**src/rtl/flash_dq7_pkg.sv**
```systemverilog
// Shared types for the write-status polling bit generator.
// Assumes: one operation at a time, plus one program nested in erase suspend.
package flash_dq7_pkg;

    // Operation phase of the status generator
    typedef enum logic [2:0] {
        ST_IDLE  = 3'd0,  // no operation, array reads
        ST_PROG  = 3'd1,  // program (real or protected window)
        ST_ERASE = 3'd2,  // erase (real or protected window)
        ST_ESUSP = 3'd3,  // erase suspended
        ST_SPROG = 3'd4   // program while erase suspended
    } op_state_e;

    // True for phases that keep the internal algorithm busy
    function automatic logic phase_busy(input op_state_e s);
        return (s == ST_PROG) || (s == ST_ERASE) || (s == ST_SPROG);
    endfunction

    // True for phases that keep an erase context alive
    function automatic logic phase_erasing(input op_state_e s);
        return (s == ST_ERASE) || (s == ST_ESUSP) || (s == ST_SPROG);
    endfunction

endpackage

```
**src/rtl/dq7_prot_timer.sv**
```systemverilog
// Down-counter that times the fixed busy window for a protected target.
// Loading a non-zero length starts the window. active_o stays high until
// the count runs out, and expire_o marks the final cycle of the window.
// Assumes: len_i is at least 1 when load_i is high.
module dq7_prot_timer #(
    parameter int CNT_W = 8
) (
    input  logic             clk,
    input  logic             rst_n,
    input  logic             load_i,
    input  logic [CNT_W-1:0] len_i,
    output logic             active_o,
    output logic             expire_o
);

    logic [CNT_W-1:0] cnt_q;

    // Load on request, otherwise count down towards zero
    always_ff @(posedge clk) begin
        if (!rst_n) begin
            cnt_q <= '0;
        end else if (load_i) begin
            cnt_q <= len_i;
        end else if (cnt_q != '0) begin
            cnt_q <= cnt_q - 1'b1;
        end
    end

    // Window flags decoded from the count
    always_comb begin
        active_o = (cnt_q != '0);
        expire_o = (cnt_q == {{(CNT_W-1){1'b0}}, 1'b1});
    end

endmodule

```
**src/rtl/dq7_op_ctrl.sv**
```systemverilog
// Operation sequencer for the polling bit generator. It captures the
// program target and datum bit, the erase selection and its unprotected
// part, and it steps through idle, program, erase, suspend and nested
// program. It asks the timer for a fixed window when the target is protected.
// Assumes: start pulses last one cycle; suspend_i is a level.
module dq7_op_ctrl
    import flash_dq7_pkg::*;
#(
    parameter int ADDR_W = 19,
    parameter int SECT_W = 3,
    parameter int NSECT  = 1 << SECT_W
) (
    input  logic              clk,
    input  logic              rst_n,
    input  logic              prog_start_i,
    input  logic [ADDR_W-1:0] prog_addr_i,
    input  logic              prog_d7_i,
    input  logic              erase_start_i,
    input  logic [NSECT-1:0]  erase_sel_i,
    input  logic              algo_done_i,
    input  logic              suspend_i,
    input  logic [NSECT-1:0]  sect_prot_i,
    input  logic              timer_act_i,
    input  logic              timer_exp_i,
    output op_state_e         state_o,
    output logic [ADDR_W-1:0] paddr_o,
    output logic              pd7_o,
    output logic [NSECT-1:0]  esel_o,
    output logic [NSECT-1:0]  emask_o,
    output logic              last_o,
    output logic              tload_o,
    output logic              tlen_erase_o
);

    localparam int SLO = ADDR_W - SECT_W;

    op_state_e         st_q, st_d;
    logic [ADDR_W-1:0] paddr_q;
    logic              pd7_q;
    logic [NSECT-1:0]  esel_q, emask_q;
    logic              last_q;
    logic              cap_prog, cap_erase, fin_prog, fin_erase;
    logic              prog_prot;
    logic [NSECT-1:0]  erase_live;

    // Protection lookups for an incoming command
    always_comb begin
        prog_prot  = sect_prot_i[prog_addr_i[ADDR_W-1:SLO]];
        erase_live = erase_sel_i & ~sect_prot_i;
    end

    // Next phase and capture strobes
    always_comb begin
        st_d         = st_q;
        cap_prog     = 1'b0;
        cap_erase    = 1'b0;
        fin_prog     = 1'b0;
        fin_erase    = 1'b0;
        tload_o      = 1'b0;
        tlen_erase_o = 1'b0;
        unique case (st_q)
            ST_IDLE: begin
                if (prog_start_i) begin
                    cap_prog = 1'b1;
                    st_d     = ST_PROG;
                    tload_o  = prog_prot;
                end else if (erase_start_i) begin
                    cap_erase = 1'b1;
                    st_d      = ST_ERASE;
                    if (erase_live == '0) begin
                        tload_o      = 1'b1;
                        tlen_erase_o = 1'b1;
                    end
                end
            end
            ST_PROG: begin
                if (timer_act_i) begin
                    if (timer_exp_i) st_d = ST_IDLE;
                end else if (algo_done_i) begin
                    fin_prog = 1'b1;
                    st_d     = ST_IDLE;
                end
            end
            ST_ERASE: begin
                if (timer_act_i) begin
                    if (timer_exp_i) st_d = ST_IDLE;
                end else if (algo_done_i) begin
                    fin_erase = 1'b1;
                    st_d      = ST_IDLE;
                end else if (suspend_i) begin
                    st_d = ST_ESUSP;
                end
            end
            ST_ESUSP: begin
                if (prog_start_i) begin
                    cap_prog = 1'b1;
                    st_d     = ST_SPROG;
                    tload_o  = prog_prot;
                end else if (!suspend_i) begin
                    st_d = ST_ERASE;
                end
            end
            ST_SPROG: begin
                if (timer_act_i) begin
                    if (timer_exp_i) st_d = ST_ESUSP;
                end else if (algo_done_i) begin
                    fin_prog = 1'b1;
                    st_d     = ST_ESUSP;
                end
            end
            default: st_d = ST_IDLE;
        endcase
    end

    // Phase and captured command registers
    always_ff @(posedge clk) begin
        if (!rst_n) begin
            st_q    <= ST_IDLE;
            paddr_q <= '0;
            pd7_q   <= 1'b0;
            esel_q  <= '0;
            emask_q <= '0;
            last_q  <= 1'b1;
        end else begin
            st_q <= st_d;
            if (cap_prog) begin
                paddr_q <= prog_addr_i;
                pd7_q   <= prog_d7_i;
            end
            if (cap_erase) begin
                esel_q  <= erase_sel_i;
                emask_q <= erase_live;
            end
            if (fin_prog)  last_q <= pd7_q;
            if (fin_erase) last_q <= 1'b1;
        end
    end

    // Captured state out to the read path
    always_comb begin
        state_o = st_q;
        paddr_o = paddr_q;
        pd7_o   = pd7_q;
        esel_o  = esel_q;
        emask_o = emask_q;
        last_o  = last_q;
    end

endmodule

```
**src/rtl/dq7_status_mux.sv**
```systemverilog
// Read-side decode. It compares the read address with the program target
// and with the erase selection, then picks status or the final value.
// Assumes: the sector is the top SECT_W bits of an address.
module dq7_status_mux
    import flash_dq7_pkg::*;
#(
    parameter int ADDR_W = 19,
    parameter int SECT_W = 3,
    parameter int NSECT  = 1 << SECT_W
) (
    input  op_state_e         state_i,
    input  logic [ADDR_W-1:0] rd_addr_i,
    input  logic [ADDR_W-1:0] paddr_i,
    input  logic              pd7_i,
    input  logic [NSECT-1:0]  esel_i,
    input  logic [NSECT-1:0]  emask_i,
    input  logic              last_i,
    output logic              busy_o,
    output logic              status_sel_o,
    output logic              dq7_o,
    output logic [NSECT-1:0]  erase_sect_o
);

    localparam int SLO = ADDR_W - SECT_W;

    logic pmatch, in_esel, val;

    // Address hits against the captured command
    always_comb begin
        pmatch  = (rd_addr_i == paddr_i);
        in_esel = esel_i[rd_addr_i[ADDR_W-1:SLO]];
    end

    // Status selection and value per phase
    always_comb begin
        status_sel_o = 1'b0;
        val          = 1'b0;
        unique case (state_i)
            ST_PROG: begin
                status_sel_o = pmatch;
                val          = ~pd7_i;
            end
            ST_ERASE: begin
                status_sel_o = in_esel;
                val          = 1'b0;
            end
            ST_ESUSP: begin
                status_sel_o = in_esel;
                val          = 1'b1;
            end
            ST_SPROG: begin
                status_sel_o = pmatch | in_esel;
                val          = pmatch ? ~pd7_i : 1'b1;
            end
            default: begin
                status_sel_o = 1'b0;
                val          = 1'b0;
            end
        endcase
        dq7_o        = status_sel_o ? val : last_i;
        busy_o       = phase_busy(state_i);
        erase_sect_o = phase_erasing(state_i) ? emask_i : '0;
    end

endmodule

```
**src/rtl/flash_dq7_status.sv**
```systemverilog
// Top of the write-status polling bit generator. It joins the operation
// sequencer, the protected-window timer and the read-side decode. The two
// window lengths are given in clock cycles, and one timer serves both.
// Assumes: PROG_PROT_CYC and ERASE_PROT_CYC are at least 1.
module flash_dq7_status
    import flash_dq7_pkg::*;
#(
    parameter int ADDR_W         = 19,
    parameter int SECT_W         = 3,
    parameter int PROG_PROT_CYC  = 500,
    parameter int ERASE_PROT_CYC = 25000
) (
    input  logic                     clk,
    input  logic                     rst_n,
    input  logic                     prog_start_i,
    input  logic [ADDR_W-1:0]        prog_addr_i,
    input  logic                     prog_d7_i,
    input  logic                     erase_start_i,
    input  logic [(1<<SECT_W)-1:0]   erase_sel_i,
    input  logic                     algo_done_i,
    input  logic                     suspend_i,
    input  logic [(1<<SECT_W)-1:0]   sect_prot_i,
    input  logic [ADDR_W-1:0]        rd_addr_i,
    output logic                     busy_o,
    output logic                     status_sel_o,
    output logic                     dq7_o,
    output logic [(1<<SECT_W)-1:0]   erase_sect_o
);

    localparam int NSECT    = 1 << SECT_W;
    localparam int LONG_CYC = (PROG_PROT_CYC > ERASE_PROT_CYC) ? PROG_PROT_CYC : ERASE_PROT_CYC;
    localparam int CNT_W    = $clog2(LONG_CYC + 1);
    localparam logic [CNT_W-1:0] PROG_LEN  = CNT_W'(PROG_PROT_CYC);
    localparam logic [CNT_W-1:0] ERASE_LEN = CNT_W'(ERASE_PROT_CYC);

    op_state_e         st;
    logic [ADDR_W-1:0] paddr;
    logic              pd7, last_val;
    logic [NSECT-1:0]  esel, emask;
    logic              tload, tlen_erase, timer_act, timer_exp;
    logic [CNT_W-1:0]  tlen;

    // Window length chosen by the kind of protected command
    always_comb tlen = tlen_erase ? ERASE_LEN : PROG_LEN;

    dq7_op_ctrl #(
        .ADDR_W(ADDR_W),
        .SECT_W(SECT_W),
        .NSECT (NSECT)
    ) u_ctrl (
        .clk          (clk),
        .rst_n        (rst_n),
        .prog_start_i (prog_start_i),
        .prog_addr_i  (prog_addr_i),
        .prog_d7_i    (prog_d7_i),
        .erase_start_i(erase_start_i),
        .erase_sel_i  (erase_sel_i),
        .algo_done_i  (algo_done_i),
        .suspend_i    (suspend_i),
        .sect_prot_i  (sect_prot_i),
        .timer_act_i  (timer_act),
        .timer_exp_i  (timer_exp),
        .state_o      (st),
        .paddr_o      (paddr),
        .pd7_o        (pd7),
        .esel_o       (esel),
        .emask_o      (emask),
        .last_o       (last_val),
        .tload_o      (tload),
        .tlen_erase_o (tlen_erase)
    );

    dq7_prot_timer #(
        .CNT_W(CNT_W)
    ) u_timer (
        .clk     (clk),
        .rst_n   (rst_n),
        .load_i  (tload),
        .len_i   (tlen),
        .active_o(timer_act),
        .expire_o(timer_exp)
    );

    dq7_status_mux #(
        .ADDR_W(ADDR_W),
        .SECT_W(SECT_W),
        .NSECT (NSECT)
    ) u_mux (
        .state_i     (st),
        .rd_addr_i   (rd_addr_i),
        .paddr_i     (paddr),
        .pd7_i       (pd7),
        .esel_i      (esel),
        .emask_i     (emask),
        .last_i      (last_val),
        .busy_o      (busy_o),
        .status_sel_o(status_sel_o),
        .dq7_o       (dq7_o),
        .erase_sect_o(erase_sect_o)
    );

endmodule

```
**config.mk**
```make
export PLATFORM = sky130hd
export DESIGN_NAME = flash_dq7_status
export DESIGN_NICKNAME = d
export VERILOG_FILES = /design/src/rtl/flash_dq7_pkg.sv /design/src/rtl/dq7_prot_timer.sv /design/src/rtl/dq7_op_ctrl.sv /design/src/rtl/dq7_status_mux.sv /design/src/rtl/flash_dq7_status.sv
export SDC_FILE = /design/constraint.sdc
export NUM_CORES = 1
export LEC_CHECK = 0
export ABC_AREA = 1
export BUFFER_PORTS_ARGS = -buffer_cell sky130_fd_sc_hd__buf_4
export CAP_MARGIN = 20
export CORE_UTILIZATION = 50
export DETAILED_ROUTE_END_ITERATION = 10
export GPL_ROUTABILITY_DRIVEN = 0
export GPL_TIMING_DRIVEN = 0
export HOLD_SLACK_MARGIN = 0.02
export PLACE_DENSITY = 0.86
export SLEW_MARGIN = 15
export SYNTH_ARGS = -nofsm -noshare
export SYNTH_HDL_FRONTEND = slang
export SYNTH_HIERARCHICAL = 1
export SYNTH_SLANG_ARGS = --single-unit
```
**constraint.sdc**
```tcl
create_clock -name clk -period 2.7 [get_ports clk]
set_input_delay 0.27 -clock clk [delete_from_list [all_inputs] [get_ports clk]]
set_output_delay 0.27 -clock clk [all_outputs]
set_load 0.05 [all_outputs]
```
==> results.yml, run 1 <==
critical_path:
  crit_chain: "inv_1, nand3_1, inv_1, nor2_2, nand3b_1, nand2_2, nand2_1, nand2_1, buf_4"
  crit_arrival_ns: 2.03
  crit_required_ns: 2.43
  worst-r2r-setup-slack_ns: 0.41
  slowest_delay_ns: 0.48
  slowest_stage: "dfxtp_1"
  r2r_start: "u_ctrl/state_o[2]"
  cp-startpoint: "u_ctrl/state_o[1]"
  worstSetupEndpointType: "primary output"
  r2r-end: "u_timer/cnt_q[9]"
  cp_max_fo: 9
  crit_family: "simple AND/OR/NAND/NOR gates"
  path_buf_inv: 3
  rr_worst_depth: 14
  criticalPathCategory: "reg2out"
  cp-start-kind: "flop"
die:
  die_x_um: 87.0
  die_area_um2: 7570
  rows: 30
  ioPinCount: 72
  die_h_um: 87.0
  core_um2: 6870
  start_util_pct: 52.6
worst_hold_path:
  hold_class: "in2reg"
  worstHoldEndpoint: "u_ctrl/paddr_o[3]"
  holdCritStartpoint: "prog_addr_i[3]"
  holdPathStages: 3
global_route:
  grt_pass1_wl_um: 14600
  overflow: 0
  antenna_found_initial: 0
  grt_usage_pct: 24.1
  grt_max_degree: 17
  grt_pass1_vias: 3559
timing:
  fmax_mhz: 435
  setup_viol: 0
  holdWs_ns: 0.185
  finalSetupTns_ns: 0
  hold_viol_final: 0
  final_max_slew_viol_count: 0
  fin_crit_sh_pct: 85.2
  rsz0062_at_grt: "no"
  fin_worst_skew_ns: 0.00970
  layout_setup_ws_ns: 0.399
  period_needed_ns: 2.30
power_and_ir_drop:
  powerDensity_nw_per_um2: 953
  peakVddDrop_uv: 656
  fin_total_pwr_mw: 4.17
  p_leak_nw: 2.32
logic_synthesis:
  synth_fa_ha_area_share_pct: 0.693
  syn_avg_cell_area_um2: 6.07
  synth_cell_types: 38
  synth_top_family_by_area: "simple AND/OR/NAND/NOR gates"
  synth_mux_area_share_pct: 0
  synth_top_area_cell: "dfxtp_1"
  synth_simple_gate_area_share_pct: 37.9
  synthesis.area_um2: 3610
  synth-seq-cells: 55
  synth_top_area_share_pct: 30.5
  synth-xor-area-share_pct: 1.45
  ys_warn_count: 6
  synth_compound_area_share_pct: 15.0
  synth_area_leaders: "dfxtp_1 30%, nand2_1 16%, inv_1 11%"
  postSynthCellCount: 595
  seq_area_frac_synth_pct: 30.5
clock_tree:
  post_cts_resize_count: 0
  clk_path_buf_depth: 2
  cts_setup_buffers: 0
  cts_tree: "yes"
  root_buffer: "clkbuf_8"
  hold_buffers: 0
  clk-insertion-delay-late_ns: 0.32
  cts.sinks: 55
  clk_pin_slew_ns: 0.10
  cts_inserted_buffers: 5
  htree_num_levels: 2
cells_and_area:
  multi_input_area_um2: 2020
  design_area_um2: 4370
  final_cell_mix: "158 x nand2_1, 105 x inv_1, 82 x nor2_1"
  fillerInstances: 650
  regArea_um2: 1100
  diodes: 0
  area_growth_pct: 21.1
  stdcell_count: 776
  final_nets: 743
  drive_above_1_share_pct: 19.9
  final_common_cell: "nand2_1"
  final_util_pct: 63.7
placed_design:
  port_buffers: 71
  dpl.cell_count: 769
  pre_cts_ws_ns: 0.451
  post_dp_cell_area_um2: 4290
  hpwl_um: 6970
routing:
  initialDrtViolationCount: 230
  wirelength_um: 8920
  dr_total_vias: 3845
  route.detailed.drc: 0
  avgViaCountPerCell: 4.95
  avgRoutedWirePerCell_um: 11.5
  ant_nets: 0
  dr.pass1.iters: 5
flow_run:
  drv_cap: 0
status:
  outcome: "complete, no violations"
synth_stat cells:
cell	n
nor2_1	82
o21ai_1	1
buf_4	5
a21oi_2	10
o211ai_1	2
ha_1	2
nand2_4	1
conb_1	2
buf_2	5
nand2_2	6
inv_2	3
clkbuf_1	2
nand4_1	2
xor2_1	1
o21ai_0	40
inv_1	105
nand4_2	1
dfxtp_1	55
or2_1	1
a22oi_1	1
a21oi_4	1
xnor2_1	5
nor2_4	5
o21a_1	2
nand3_2	2
or2_2	3
a21o_1	1
nand3_4	1
buf_6	3
o21ai_4	1
clkbuf_2	1
nand2_1	158
nor3_2	1
nand3_1	40
nor2_2	8
a21oi_1	33
nand3b_1	2
a21boi_1	1
power breakdown:
group / internal [mW] / leakage, nW / switching, mW
clock network: 0.178 / 0.0440 / 0.270
logic: 0.881 / 1.82 / 1.53
registers: 1.08 / 0.453 / 0.227
routing by layer:
layer	global-route usage (%)	up-vias	wire length, um
met2	44.3	116	4430
met4	8.79	0	169
met3	3.03	15	506
li1	-	1980	-
met5	0	-	0
met1	28.4	1734	3810
state kept, by name, indices dropped and copies added, names as in the netlist:
signal,cells
u_timer/cnt_q,15
u_ctrl/last_o,1
u_ctrl/paddr_o,19
u_ctrl/pd7_o,1
u_ctrl/emask_o,8
u_ctrl/state_o,3
u_ctrl/esel_o,8
area by class of cell:
class | instances | area share, %
plain buffers | 16 | 2.49
clock buffers | 5 | 1.57
clock inverters | 2 | 0.315
inverters | 108 | 9.27
multi-input cells | 423 | 46.3
flip-flops and latches | 55 | 25.2
well taps | 96 | 2.75
repair buffers | 71 | 12.2
cells by family (layout without fill, tap and decap cells):
kind of cell / Yosys count / in the layout
AOI/OAI and AO/OA: 93 / 93
xor gates and xnor gates: 6 / 6
adders and majority gates: 2 / 2
buffers and inverters: 124 / 202
DFF: 55 / 55
other: 2 / 9
and+or+nand+nor: 313 / 313
worst register-to-register path, cell delays in order (launching register included):
cell and delay (ns):
dfxtp_1 0.35, buf_4 0.19, nor2_4 0.16, nand3_2 0.10, buf_4 0.19, a21oi_4 0.13, nand3_1 0.13, a21boi_1 0.17
buf_4 0.20, inv_2 0.10, or2_2 0.28, nand2_1 0.07, inv_1 0.04, nand2_1 0.05, nor2_1 0.03
worst max-delay path by stage:
stage | slack (ns) | end | cells after the start
after floorplan | 0.75 | u_timer/cnt_q[11] | 14
after global placement | 0.50 | u_timer/cnt_q[11] | 14
after detailed placement | 0.45 | u_timer/cnt_q[9] | 14
after CTS | 0.42 | u_timer/cnt_q[9] | 14
after global routing | 0.23 | dq7_o | 9
final | 0.40 | dq7_o | 9
No activity file was read; power rests on OpenSTA's default activity.
==> run 2, diff against run 1 <==
Settings changed: BUFFER_PORTS_ARGS -buffer_cell sky130_fd_sc_hd__buf_4 to -buffer_cell sky130_fd_sc_hd__buf_2, GPL_TIMING_DRIVEN 0 to 1, PLACE_DENSITY 0.86 to 0.74.
==> results.yml, run 2 (synthesized netlist as in run 1, its figures left out) <==
timing:
  fin_worst_skew_ns: 0.00587
  fmax_mhz: 433
  tightest_slew_ns: 0.987
  fin_crit_sh_pct: 85.4
  period_needed_ns: 2.31
  finalSetupTns_ns: 0
  final_max_slew_viol_count: 0
  setup_viol: 0
  hold_viol_final: 0
  holdWs_ns: 0.183
  max_slew_margin_pct: 34.0
  rsz0062_at_grt: "no"
die:
  die_area_um2: 7570
  start_util_pct: 52.6
  rows: 30
  die_h_um: 87.0
  ioPinCount: 72
  core_um2: 6870
  die_x_um: 87.0
clock_tree:
  clk_pin_slew_ns: 0.09
  cts_inserted_buffers: 5
  clk_path_buf_depth: 2
  hold_buffers: 0
  cts_tree: "yes"
  post_cts_resize_count: 0
  cts_setup_buffers: 0
  clk-insertion-delay-late_ns: 0.31
  root_buffer: "clkbuf_8"
  cts.sinks: 55
  htree_num_levels: 2
power_and_ir_drop:
  power_frac_comb_pct: 55.9
  p_clk_share_pct: 11.0
  p_int_mw: 2.03
  switching_share_pct: 49.5
  p_leak_nw: 2.20
  switchingPower_mw: 1.99
  p_seq_share_pct: 33.1
  powerDensity_nw_per_um2: 978
  peakVddDrop_uv: 619
flow_run:
  drv_cap: 0
critical_path:
  criticalPathCategory: "reg2out"
  crit_required_ns: 2.43
  crit_arrival_ns: 2.04
  cp-start-kind: "flop"
  cp_max_fo: 13
  worstSetupEndpointType: "primary output"
routing:
  wirelength_um: 8400
  dr.pass1.iters: 4
  dr_total_vias: 3654
  initialDrtViolationCount: 178
  route.detailed.drc: 0
  avgViaCountPerCell: 4.78
  avgRoutedWirePerCell_um: 11.0
  ant_nets: 0
global_route:
  grt_usage_pct: 22.9
  grt_pass1_vias: 3205
  overflow: 0
  antenna_found_initial: 0
  grt_pass1_wl_um: 13600
  grt_max_degree: 41
cells_and_area:
  drive_above_1_share_pct: 18.4
  final_util_pct: 59.8
  diodes: 0
  largest_reg_flops: 19
  final_nets: 730
  final_cell_mix: "158 x nand2_1, 105 x inv_1, 82 x nor2_1"
  fillerInstances: 704
  final_common_cell: "nand2_1"
  stdcell_count: 764
  regArea_um2: 1100
  multi_input_area_um2: 2020
  area_growth_pct: 13.8
placed_design:
  port_buffers: 71
  dpl.cell_count: 756
  hpwl_um: 6610
worst_hold_path:
  hold_class: "in2reg"
status:
  outcome: "complete, no violations"
## run 2: per-layer routing
| metal | vias to the layer above | part of all wire (%) | track usage [%] |
|---|---|---|---|
| met5 | - | 0 | 0 |
| met1 | 1607 | 46 | 28.2 |
| met2 | 80 | 48 | 41.2 |
| li1 | 1957 | - | - |
| met4 | 0 | 1.0 | 6.67 |
| met3 | 10 | 4.8 | 3.13 |
## run 2: through the flow
| step | total power, mW | worst slack, ns | instance area, um^2 |
|---|---|---|---|
| 2_1_floorplan | 3.17 | 0.750 | 3640 |
| 6_report | 4.02 | 0.393 | 4110 |
| 3_3_place_gp | 3.52 | 0.537 | 4030 |
| 5_1_grt | 4.41 | 0.166 | 4110 |
| 4_1_cts | 4.04 | 0.379 | 4110 |
| 3_5_place_dp | 3.59 | 0.443 | 4030 |
## run 2: worst max-delay path, cell delays in order, from the launching register on
cell      delay (ns)
dfxtp_1         0.62
nand3_1         0.15
inv_1           0.10
nor2_2          0.03
buf_4           0.17
nand3b_1        0.20
nand2_2         0.10
nand2_1         0.05
nand2_1         0.04
buf_2           0.26
## run 2: area by class of cell
cell class                      count  area share, %
Clock buffer                        7           1.86
Clock inverter                      1          0.122
Inverter                          108           9.87
Multi-Input combinational cell    423           49.2
Sequential cell                    55           26.8
Tap cell                           96           2.92
Timing Repair Buffer               74           9.20
## run 2: power by group through the flow
| stage | sequential, mW | combinational [mW] | clock (mW) |
|---|---|---|---|
| after floorplan | 1.27 | 1.90 | 0 |
| after global placement | 1.34 | 2.19 | 0 |
| after detailed placement | 1.35 | 2.24 | 0 |
| after CTS | 1.33 | 2.25 | 0.463 |
| after global routing | 1.38 | 2.55 | 0.492 |
| final | 1.33 | 2.25 | 0.443 |
## run 2: worst paths after layout
path / start / endpoint / slack (ns) / depth (start not counted)
worst max-delay path: u_ctrl/state_o[2] / dq7_o / 0.39 / 9
worst min-delay path: prog_addr_i[9] / u_ctrl/paddr_o[9] / 0.18 / 3
worst max register to register: u_ctrl/state_o[0] / u_timer/cnt_q[9] / 0.43 / 11
worst min register to register: u_ctrl/esel_o[0] / u_ctrl/esel_o[0] / 0.47 / 2
